## config.mk

```make
export PLATFORM = sky130hd
export DESIGN_NAME = adc_acq_ctrl
export DESIGN_NICKNAME = d
export VERILOG_FILES = /design/src/rtl/adc_acq_pkg.sv /design/src/rtl/adc_unit_timer.sv /design/src/rtl/adc_sample_fifo.sv /design/src/rtl/adc_conv_seq.sv /design/src/rtl/adc_acq_ctrl.sv
export SDC_FILE = /design/constraint.sdc
export NUM_CORES = 1
export LEC_CHECK = 0
export ABC_AREA = 1
export BUFFER_PORTS_ARGS = -buffer_cell sky130_fd_sc_hd__buf_2
export CORE_ASPECT_RATIO = 1.2
export CORE_MARGIN = 2
export CORE_UTILIZATION = 41
export DETAILED_ROUTE_END_ITERATION = 8
export GPL_TIMING_DRIVEN = 0
export MAX_ROUTING_LAYER = met4
export PLACE_DENSITY = 0.68
export SYNTH_ARGS = -nofsm -noshare
export SYNTH_HDL_FRONTEND = slang
export SYNTH_SLANG_ARGS = --single-unit
```

## constraint.sdc

```tcl
create_clock -name clk -period 3.3 [get_ports clk]
set_clock_uncertainty 0.05 [all_clocks]
set_input_delay 0.165 -clock clk [delete_from_list [all_inputs] [get_ports clk]]
set_output_delay 0.165 -clock clk [all_outputs]
set_load 0.005 [all_outputs]
```

## src/rtl/adc_acq_pkg.sv

```systemverilog
package adc_acq_pkg;
   localparam int ADDR_W = 8;
   localparam int REG_W  = 32;

   localparam logic [ADDR_W-1:0] OFS_CHSEL   = 8'h00;
   localparam logic [ADDR_W-1:0] OFS_MODE    = 8'h04;
   localparam logic [ADDR_W-1:0] OFS_CTRL    = 8'h08;
   localparam logic [ADDR_W-1:0] OFS_FIFOCTL = 8'h0C;
   localparam logic [ADDR_W-1:0] OFS_IRQ     = 8'h10;
   localparam logic [ADDR_W-1:0] OFS_EOS     = 8'h14;
   localparam logic [ADDR_W-1:0] OFS_DATA    = 8'h1C;
   localparam logic [ADDR_W-1:0] OFS_RELOAD  = 8'h20;
   localparam logic [ADDR_W-1:0] OFS_UNIT    = 8'h24;
   localparam logic [ADDR_W-1:0] OFS_NSEQ    = 8'h30;

   localparam int MODE_W       = 9;
   localparam int MODE_SEL_BIT = 8;
   localparam int GO_BIT       = 19;
   localparam int TMR_BIT      = 20;
   localparam int FLUSH_BIT    = 16;
   localparam int IRQ_BIT      = 1;
   localparam int EOS_BIT      = 0;
   localparam int OVF_BIT      = 8;
   localparam logic [7:0] CFG_KEEP = 8'hC3;

   typedef enum logic [1:0] {
      SQ_IDLE = 2'd0,
      SQ_WAIT = 2'd1,
      SQ_REQ  = 2'd2
   } sq_state_e;

   typedef enum logic [1:0] {
      TU_FINE  = 2'd0,
      TU_MICRO = 2'd1,
      TU_MILLI = 2'd2
   } tunit_e;
endpackage

```

## src/rtl/adc_unit_timer.sv

```systemverilog
module adc_unit_timer #(
   parameter int CLK_MHZ = 250,
   parameter int TMR_W   = 16
) (
   input  logic             clk,
   input  logic             rst_n,
   input  logic             restart,
   input  logic             run,
   input  logic [1:0]       unit,
   input  logic [TMR_W-1:0] reload,
   output logic             expire
);
   import adc_acq_pkg::*;

   localparam int US_W   = (CLK_MHZ > 1) ? $clog2(CLK_MHZ) : 1;
   localparam int MS_DIV = 1000;
   localparam int MS_W   = $clog2(MS_DIV);

   if (CLK_MHZ < 1 || TMR_W < 2) begin : g_bad_cfg
      $error("adc_unit_timer: CLK_MHZ must be >= 1 and TMR_W >= 2");
   end

   logic             hold;
   logic             us_tick;
   logic             ms_tick;
   logic             unit_tick;
   logic [MS_W-1:0]  ms_cnt_q;
   logic [TMR_W-1:0] tcnt_q;
   logic [TMR_W-1:0] reload_eff;

   assign hold       = restart || !run;
   assign reload_eff = (reload == '0) ? TMR_W'(1) : reload;

   if (CLK_MHZ == 1) begin : g_us_direct
      assign us_tick = !hold;
   end else begin : g_us_div
      logic [US_W-1:0] us_cnt_q;
      always_ff @(posedge clk or negedge rst_n) begin
         if (!rst_n)                                 us_cnt_q <= '0;
         else if (hold)                              us_cnt_q <= '0;
         else if (us_cnt_q == US_W'(CLK_MHZ - 1))    us_cnt_q <= '0;
         else                                        us_cnt_q <= us_cnt_q + 1'b1;
      end
      assign us_tick = !hold && (us_cnt_q == US_W'(CLK_MHZ - 1));
   end

   always_ff @(posedge clk or negedge rst_n) begin
      if (!rst_n)                                    ms_cnt_q <= '0;
      else if (hold)                                 ms_cnt_q <= '0;
      else if (us_tick) begin
         if (ms_cnt_q == MS_W'(MS_DIV - 1))          ms_cnt_q <= '0;
         else                                        ms_cnt_q <= ms_cnt_q + 1'b1;
      end
   end
   assign ms_tick = us_tick && (ms_cnt_q == MS_W'(MS_DIV - 1));

   always_comb begin
      case (unit)
         TU_FINE:  unit_tick = !hold;
         TU_MICRO: unit_tick = us_tick;
         default:  unit_tick = ms_tick;
      endcase
   end

   always_ff @(posedge clk or negedge rst_n) begin
      if (!rst_n)                  tcnt_q <= TMR_W'(1);
      else if (hold)               tcnt_q <= reload_eff;
      else if (unit_tick) begin
         if (tcnt_q == TMR_W'(1))  tcnt_q <= reload_eff;
         else                      tcnt_q <= tcnt_q - 1'b1;
      end
   end

   assign expire = unit_tick && (tcnt_q == TMR_W'(1));


   reload_after_expire_chk: assert property (@(posedge clk) disable iff (!rst_n)
      expire |=> (tcnt_q == $past(reload_eff)));
endmodule

```

## src/rtl/adc_sample_fifo.sv

```systemverilog
module adc_sample_fifo #(
   parameter int DEPTH = 16,
   parameter int W     = 16,
   localparam int CNT_W = $clog2(DEPTH + 1)
) (
   input  logic             clk,
   input  logic             rst_n,
   input  logic             flush,
   input  logic             push,
   input  logic             pop,
   input  logic [W-1:0]     din,
   output logic [W-1:0]     dout,
   output logic [CNT_W-1:0] count,
   output logic             full,
   output logic             empty,
   output logic             ovf
);
   localparam int  AW   = (DEPTH > 1) ? $clog2(DEPTH) : 1;
   localparam bit  POW2 = ((DEPTH & (DEPTH - 1)) == 0);

   if (DEPTH < 2) begin : g_bad_depth
      $error("adc_sample_fifo: DEPTH must be >= 2");
   end

   logic [W-1:0]     mem [DEPTH];
   logic [AW-1:0]    wr_ptr_q, rd_ptr_q, wr_nxt, rd_nxt;
   logic [CNT_W-1:0] cnt_q;
   logic             ovf_q;
   logic             pop_ok, push_ok, drop;

   if (POW2) begin : g_wrap_natural
      assign wr_nxt = wr_ptr_q + 1'b1;
      assign rd_nxt = rd_ptr_q + 1'b1;
   end else begin : g_wrap_compare
      assign wr_nxt = (wr_ptr_q == AW'(DEPTH - 1)) ? '0 : wr_ptr_q + 1'b1;
      assign rd_nxt = (rd_ptr_q == AW'(DEPTH - 1)) ? '0 : rd_ptr_q + 1'b1;
   end

   assign empty   = (cnt_q == '0);
   assign full    = (cnt_q == CNT_W'(DEPTH));
   assign pop_ok  = pop && !empty;
   assign push_ok = push && (!full || pop_ok);
   assign drop    = push && full && !pop_ok;

   always_ff @(posedge clk or negedge rst_n) begin
      if (!rst_n) begin
         wr_ptr_q <= '0;
         rd_ptr_q <= '0;
         cnt_q    <= '0;
         ovf_q    <= 1'b0;
      end else if (flush) begin
         wr_ptr_q <= '0;
         rd_ptr_q <= '0;
         cnt_q    <= '0;
         ovf_q    <= 1'b0;
      end else begin
         if (push_ok) wr_ptr_q <= wr_nxt;
         if (pop_ok)  rd_ptr_q <= rd_nxt;
         case ({push_ok, pop_ok})
            2'b10:   cnt_q <= cnt_q + 1'b1;
            2'b01:   cnt_q <= cnt_q - 1'b1;
            default: cnt_q <= cnt_q;
         endcase
         if (drop) ovf_q <= 1'b1;
      end
   end

   always_ff @(posedge clk) begin
      if (push_ok && !flush) mem[wr_ptr_q] <= din;
   end

   assign dout  = empty ? '0 : mem[rd_ptr_q];
   assign count = cnt_q;
   assign ovf   = ovf_q;


   full_drop_chk: assert property (@(posedge clk) disable iff (!rst_n)
      (push && full && !pop && !flush) |=> (full && ovf));

   push_pop_full_chk: assert property (@(posedge clk) disable iff (!rst_n)
      (push && pop && full && !flush) |=> (full && $stable(ovf)));

   empty_pop_chk: assert property (@(posedge clk) disable iff (!rst_n)
      (pop && empty && !push && !flush) |=> empty);
endmodule

```

## src/rtl/adc_conv_seq.sv

```systemverilog
module adc_conv_seq #(
   parameter int SEQ_W = 16
) (
   input  logic             clk,
   input  logic             rst_n,
   input  logic             go_wr,
   input  logic             go_bit,
   input  logic             tmr_bit,
   input  logic             expire,
   input  logic [SEQ_W-1:0] seq_len,
   input  logic             cnv_ack,
   output logic             cnv_req,
   output logic             push,
   output logic             seq_done,
   output logic             active,
   output logic             timed
);
   import adc_acq_pkg::*;

   if (SEQ_W < 1 || SEQ_W > REG_W) begin : g_bad_seq
      $error("adc_conv_seq: SEQ_W must be within 1..32");
   end

   sq_state_e        st_q;
   logic             timed_q;
   logic             pend_q;
   logic [SEQ_W-1:0] n_q;
   logic [SEQ_W-1:0] target;
   logic [SEQ_W:0]   n_inc;
   logic             last;
   logic             consume;

   assign target  = (seq_len == '0) ? SEQ_W'(1) : seq_len;
   assign n_inc   = {1'b0, n_q} + 1'b1;
   assign last    = (n_inc >= {1'b0, target});
   assign consume = (st_q == SQ_WAIT) && (!timed_q || pend_q);

   assign active   = (st_q != SQ_IDLE);
   assign timed    = timed_q;
   assign cnv_req  = (st_q == SQ_REQ);
   assign push     = cnv_req && cnv_ack && !go_wr;
   assign seq_done = push && last;

   always_ff @(posedge clk or negedge rst_n) begin
      if (!rst_n) begin
         st_q    <= SQ_IDLE;
         timed_q <= 1'b0;
         pend_q  <= 1'b0;
         n_q     <= '0;
      end else if (go_wr) begin
         st_q    <= go_bit ? SQ_WAIT : SQ_IDLE;
         timed_q <= go_bit && tmr_bit;
         pend_q  <= 1'b0;
         n_q     <= '0;
      end else begin
         pend_q <= timed_q && active && (expire || (pend_q && !consume));
         case (st_q)
            SQ_WAIT: if (consume) st_q <= SQ_REQ;
            SQ_REQ: begin
               if (cnv_ack) begin
                  if (last) begin
                     n_q  <= '0;
                     st_q <= timed_q ? SQ_WAIT : SQ_IDLE;
                  end else begin
                     n_q  <= n_q + 1'b1;
                     st_q <= SQ_WAIT;
                  end
               end
            end
            default: st_q <= SQ_IDLE;
         endcase
      end
   end


   req_hold_chk: assert property (@(posedge clk) disable iff (!rst_n)
      (cnv_req && !cnv_ack && !go_wr) |=> cnv_req);

   req_gap_chk: assert property (@(posedge clk) disable iff (!rst_n)
      push |=> !cnv_req);

   single_stop_chk: assert property (@(posedge clk) disable iff (!rst_n)
      (seq_done && !timed_q) |=> !active);

   timed_cont_chk: assert property (@(posedge clk) disable iff (!rst_n)
      (seq_done && timed_q) |=> active);
endmodule

```

## src/rtl/adc_acq_ctrl.sv

```systemverilog
module adc_acq_ctrl #(
   parameter int CLK_MHZ    = 250,
   parameter int CH_NUM     = 16,
   parameter int FIFO_DEPTH = 16,
   parameter int DATA_W     = 16,
   parameter int TMR_W      = 16,
   parameter int SEQ_W      = 16
) (
   input  logic                       clk,
   input  logic                       rst_n,
   input  logic                       reg_wr,
   input  logic                       reg_rd,
   input  logic [7:0]                 reg_addr,
   input  logic [31:0]                reg_wdata,
   output logic [31:0]                reg_rdata,
   output logic                       cnv_req,
   output logic [$clog2(CH_NUM)-1:0]  cnv_chan,
   output logic [7:0]                 cnv_cfg,
   input  logic                       cnv_ack,
   input  logic [DATA_W-1:0]          cnv_result,
   output logic                       irq
);
   import adc_acq_pkg::*;

   localparam int CH_W  = $clog2(CH_NUM);
   localparam int CNT_W = $clog2(FIFO_DEPTH + 1);

   if (CH_NUM < 2 || DATA_W > REG_W || TMR_W > REG_W || CNT_W > OVF_BIT) begin : g_bad_top
      $error("adc_acq_ctrl: parameter out of range");
   end

   logic [MODE_W-1:0] mode_q;
   logic [7:0]        cfg_q;
   logic [CH_W-1:0]   chan_q;
   logic [TMR_W-1:0]  reload_q;
   logic [1:0]        unit_q;
   logic [SEQ_W-1:0]  nseq_q;
   logic              eos_q;
   logic              irq_q;

   logic              go_wr, flush, pop, active, timed, push, seq_done, expire;
   logic [DATA_W-1:0] fifo_dout;
   logic [CNT_W-1:0]  fifo_cnt;
   logic              fifo_full, fifo_empty, fifo_ovf;
   logic              unused_sink;

   assign unused_sink = ^{reg_wdata, fifo_full, fifo_empty};

   assign go_wr = reg_wr && (reg_addr == OFS_CTRL);
   assign flush = reg_wr && (reg_addr == OFS_FIFOCTL) && reg_wdata[FLUSH_BIT];
   assign pop   = reg_rd && (reg_addr == OFS_DATA);

   always_ff @(posedge clk or negedge rst_n) begin
      if (!rst_n) begin
         mode_q   <= '0;
         cfg_q    <= '0;
         chan_q   <= '0;
         reload_q <= '0;
         unit_q   <= '0;
         nseq_q   <= '0;
      end else if (reg_wr) begin
         case (reg_addr)
            OFS_CHSEL: begin
               if (!active) begin
                  if (mode_q[MODE_SEL_BIT]) chan_q <= reg_wdata[CH_W-1:0];
                  else                      cfg_q  <= reg_wdata[7:0] & CFG_KEEP;
               end
            end
            OFS_MODE:   mode_q   <= reg_wdata[MODE_W-1:0];
            OFS_RELOAD: reload_q <= reg_wdata[TMR_W-1:0];
            OFS_UNIT:   unit_q   <= reg_wdata[1:0];
            OFS_NSEQ:   nseq_q   <= reg_wdata[SEQ_W-1:0];
            default: ;
         endcase
      end
   end

   always_ff @(posedge clk or negedge rst_n) begin
      if (!rst_n) begin
         eos_q <= 1'b0;
         irq_q <= 1'b0;
      end else begin
         if (seq_done)                                     eos_q <= 1'b1;
         else if (reg_rd && reg_addr == OFS_EOS)           eos_q <= 1'b0;
         if (seq_done)                                     irq_q <= 1'b1;
         else if (reg_wr && reg_addr == OFS_IRQ && reg_wdata[IRQ_BIT]) irq_q <= 1'b0;
      end
   end

   adc_conv_seq #(.SEQ_W(SEQ_W)) u_seq (
      .clk      (clk),
      .rst_n    (rst_n),
      .go_wr    (go_wr),
      .go_bit   (reg_wdata[GO_BIT]),
      .tmr_bit  (reg_wdata[TMR_BIT]),
      .expire   (expire),
      .seq_len  (nseq_q),
      .cnv_ack  (cnv_ack),
      .cnv_req  (cnv_req),
      .push     (push),
      .seq_done (seq_done),
      .active   (active),
      .timed    (timed)
   );

   adc_unit_timer #(.CLK_MHZ(CLK_MHZ), .TMR_W(TMR_W)) u_tmr (
      .clk     (clk),
      .rst_n   (rst_n),
      .restart (go_wr),
      .run     (active && timed),
      .unit    (unit_q),
      .reload  (reload_q),
      .expire  (expire)
   );

   adc_sample_fifo #(.DEPTH(FIFO_DEPTH), .W(DATA_W)) u_fifo (
      .clk   (clk),
      .rst_n (rst_n),
      .flush (flush),
      .push  (push),
      .pop   (pop),
      .din   (cnv_result),
      .dout  (fifo_dout),
      .count (fifo_cnt),
      .full  (fifo_full),
      .empty (fifo_empty),
      .ovf   (fifo_ovf)
   );

   always_comb begin
      reg_rdata = '0;
      case (reg_addr)
         OFS_CHSEL: begin
            if (mode_q[MODE_SEL_BIT]) reg_rdata[CH_W-1:0] = chan_q;
            else                      reg_rdata[7:0]      = cfg_q;
         end
         OFS_MODE:    reg_rdata[MODE_W-1:0] = mode_q;
         OFS_CTRL: begin
            reg_rdata[GO_BIT]  = active;
            reg_rdata[TMR_BIT] = timed;
         end
         OFS_FIFOCTL: begin
            reg_rdata[CNT_W-1:0] = fifo_cnt;
            reg_rdata[OVF_BIT]   = fifo_ovf;
         end
         OFS_IRQ:     reg_rdata[IRQ_BIT]     = irq_q;
         OFS_EOS:     reg_rdata[EOS_BIT]     = eos_q;
         OFS_DATA:    reg_rdata[DATA_W-1:0]  = fifo_dout;
         OFS_RELOAD:  reg_rdata[TMR_W-1:0]   = reload_q;
         OFS_UNIT:    reg_rdata[1:0]         = unit_q;
         OFS_NSEQ:    reg_rdata[SEQ_W-1:0]   = nseq_q;
         default: ;
      endcase
   end

   assign cnv_chan = chan_q;
   assign cnv_cfg  = cfg_q;
   assign irq      = irq_q;


   cfg_lock_chk: assert property (@(posedge clk) disable iff (!rst_n)
      (active && reg_wr && reg_addr == OFS_CHSEL) |=> ($stable(cfg_q) && $stable(chan_q)));

   eos_rdclr_chk: assert property (@(posedge clk) disable iff (!rst_n)
      (reg_rd && reg_addr == OFS_EOS && !seq_done) |=> !eos_q);

   irq_set_wins_chk: assert property (@(posedge clk) disable iff (!rst_n)
      seq_done |=> irq);

   irq_w1c_chk: assert property (@(posedge clk) disable iff (!rst_n)
      (reg_wr && reg_addr == OFS_IRQ && reg_wdata[IRQ_BIT] && !seq_done) |=> !irq);
endmodule

```

==> results_dict.tcl <==
set metrics [dict create \
    yosysUniqueCellTypes 47 \
    cts_tree "built" \
    dr.pass1.iters 6 \
    critical_path_required_ps 3080 \
    power_density_mw_per_mm2 592 \
    ff_latch_area_mm2 0.0107 \
    cp_num_buf_inv 2 \
    max-cap-violations 0 \
    cts_buffer_depth 3 \
    grt_pass1_vias 13895 \
    fillers 3786 \
    synth_area_leader_cell "edfxtp_1" \
    gp_congestion 0.914 \
    slew-limit-headroom_pct 42.3 \
    postSynthAreaPerCell_um2 9.98 \
    path_max_fanout 10 \
    synth_edf_count 256 \
    crit_chain "clkbuf_1 > o21ai_0 > o211ai_1 > o21ai_0 > nand2_1 > nand3_1 > o211ai_1 > buf_2" \
    ioPinCount 107 \
    layout-drive-gt1-share_pct 13.5 \
    totalWireLength_um 53800 \
    end_kind "output port" \
    fp.dieW_um 192 \
    die_area_mm2 0.0441 \
    crit_path_max_incr_delay_ps 620 \
    cp_slowest_cell "clkbuf_1" \
    cts_root_buf "clkbuf_16" \
    via_count 13971 \
    clk_pin_slew_ps 60 \
    grt.total_usage_pct 25.3 \
    die_h_um 230 \
    drtIter0Drc 1537 \
    cp.arrival_ps 3070 \
    critPathLaunchType "flop" \
    nNetsFinal 2028 \
    yosysSeqAreaShare_pct 61.6 \
    clk_latency_ps 550 \
    synth-seq-cells 377 \
    hold_violations 0 \
    layout_min_cycle_time_ps 3290 \
    wire_per_inst_um 21.4 \
    period_share_pct 99.6 \
    synth_top_area_share_pct 44.2 \
    synthTopCellsByArea "edfxtp_1 44%, dfrtp_1 17%, nand2_1 6.8%" \
    finalSetupViolCount 0 \
    postRouteAntennaNets 0 \
    gr-total-overflow 0 \
    setup_tns_ps 0 \
    antenna_found_initial 1 \
    max_freq_ghz 0.304 \
    cts_made_buffers 41 \
    tightest_slew_ps 866 \
    maxSlewViolCount 0 \
    dpl.hpwl_um 37700 \
    yosys_warnings 0 \
    viasPerCell 5.56 \
    outcome "finished clean" \
    clock_sinks 377 \
    synthArstFlopShare_pct 32.1 \
    synth_top_flop_cell "edfxtp_1" \
    irDropWorstVdd_mv 0.496 \
    grt_pass1_wl_um 81200 \
    numPortBuffers 74 \
    start_util_pct 41.6 \
    power.leakage_nw 8.38 \
    hold_class "in -> async" \
    synthCells 1744 \
    drc_errors 0 \
    crit_type "reg -> out" \
    rsz0062_at_grt "true" \
    hold_ws_ps 27.8 \
    fp-row-count 82 \
    multiInputGateArea_mm2 0.00584 \
    cts_htree_levels 2 \
    cpLargestDelayFamily "compound AO/OA/AOI/OAI gates" \
    grt_max_degree 88 \
    dp_slack_ps 344 \
    setup_ws_ps 11.7 \
    core-area_mm2 0.0419 \
    area_growth_pct 19.1 \
    netlist_area_mm2 0.0174 \
]
[kinds of logic (layout without fill, tap and decap cells)]
| kind of cell | count (synthesis) | count (layout) | share of synthesized area, % |
|---|---|---|---|
| and+or+nand+nor | 708 | 708 | 17.1 |
| buffers and inverters | 234 | 440 | 5.72 |
| AOI/OAI and AO/OA | 361 | 361 | 11.7 |
| adders and majority gates | 31 | 31 | 2.27 |
| DFF | 377 | 377 | 61.6 |
| other | 1 | 19 | 0.0215 |
| xor gates and xnor gates | 32 | 32 | 1.61 |
[Yosys cell counts (all sizes together) (2+ instances only)]
cell type	count
nand4	13
clkbuf	45
o21bai	2
o41ai	2
inv	143
nand3	101
a211oi	2
o211ai	37
nor4	9
edfxtp	256
nor2	252
nor3	10
a221oi	2
xor2	28
xnor2	4
buf	45
o221ai	16
ha	30
nand2	321
o22ai	32
o31ai	2
a21o	2
a21oi	21
dfrtp	120
o21ai	241
[cells in the final DEF, fill, tap and decap left out, types with 10 or more instances in the layout]
cell type        n
nand2_1        313
edfxtp_1       256
o21ai_0        231
nor2_1         225
inv_1          133
dfrtp_1        120
nand3_1         97
buf_2           94
clkbuf_16       42
dlygate4sd3_1   40
o211ai_1        37
clkbuf_1        34
o22ai_1         32
ha_1            29
xor2_1          27
nor2_2          21
clkbuf_2        21
a21oi_1         21
buf_4           20
conb_1          18
o221ai_1        16
nand4_1         13
inv_2           10
o21ai_1         10
[metrics by stage]
step | cell area [um2] | cells | power [mW] | util (%)
finish | 20700 | 2514 | 12.3 | 49.5
global route | 20700 | 2514 | 12.8 | 49.5
CTS | 20600 | 2511 | 12.2 | 49.3
detailed placement | 18900 | 2398 | 7.72 | 45.2
global placement | 18500 | 2381 | 7.62 | 44.2
floorplan | 17500 | 1761 | 6.93 | -
[worst paths after layout]
| path | depth (start not counted) | to | slack, ps | from |
|---|---|---|---|---|
| min reg2reg | 2 | mode_q[5]$_DFFE_PN0P_ | 440 | mode_q[5]$_DFFE_PN0P_ |
| min | 2 | u_tmr.g_us_div.us_cnt_q[2]$_DFF_PN0_ | 30 | rst_n |
| max reg2reg | 15 | u_seq.st_q[0]$_DFFE_PN0P_ | 170 | u_seq.n_q[0]$_DFFE_PN0P_ |
| max in group asynchronous | 3 | u_tmr.tcnt_q[0]$_DFFE_PN1P_ | 2380 | rst_n |
| min in group clk | 5 | irq$_DFFE_PN0P_ | 50 | reg_addr[0] |
| max | 8 | reg_rdata[10] | 10 | u_fifo.rd_ptr_q[0]$_DFFE_PN0P_ |
[final cells by class]
| type | count | share of cell area, % |
|---|---|---|
| sequential | 377 | 51.7 |
| inverter | 144 | 2.61 |
| buffer | 89 | 2.32 |
| clock buffer | 58 | 5.60 |
| antenna | 1 | 0.0121 |
| multi-input combinational | 1150 | 28.2 |
| tap | 546 | 3.30 |
| clock inverter | 16 | 0.730 |
| timing repair buffer | 133 | 5.59 |
[timing repair]
item / in CTS / in global routing
endpoints found under the setup margin: 5 / 13
hold endpoints to repair: 420 / 0
setup buffers: 0 / 2
hold buffers: 40 / 0
pin swaps: 0 / 2
resized for setup: 5 / 44
[per-layer routing]
layer / share of wire [%] / track usage [%] / wire length [um]
met1: 39 / 31.1 / 20900
met2: 47 / 40.4 / 25500
met3: 8.4 / 4.43 / 4510
met4: 5.4 / 12.0 / 2890
met5: 0 / - / 0
[worst reg2reg max path, delay by kind of cell (launching register included)]
| kind | cells | cell delay (ps) |
|---|---|---|
| AOI/OAI and AO/OA | 2 | 290 |
| xor gates and xnor gates | 1 | 290 |
| adders and majority gates | 2 | 500 |
| buffers and inverters | 1 | 570 |
| DFF | 1 | 390 |
| and+or+nand+nor | 9 | 980 |
[flip-flops by register name (all words and copies together), names as in the netlist, 2 cells and up]
register	count
u_fifo.count	5
u_seq.st_q	2
u_fifo.mem	256
mode_q	9
u_tmr.ms_cnt_q	10
u_fifo.wr_ptr_q	4
reload_q	16
nseq_q	16
u_tmr.g_us_div.us_cnt_q	8
u_seq.n_q	16
cnv_cfg	4
cnv_chan	4
unit_q	2
u_fifo.rd_ptr_q	4
u_tmr.tcnt_q	16
[report_power, final]
part / leakage (nW) / switching, mW / internal (mW)
registers: 3.93 / 0.197 / 5.27
logic: 3.82 / 1.54 / 0.770
clock network: 0.632 / 1.89 / 2.62
total: 8.38 / 3.63 / 8.65
Note: power is estimated with default switching activity, not from simulation.
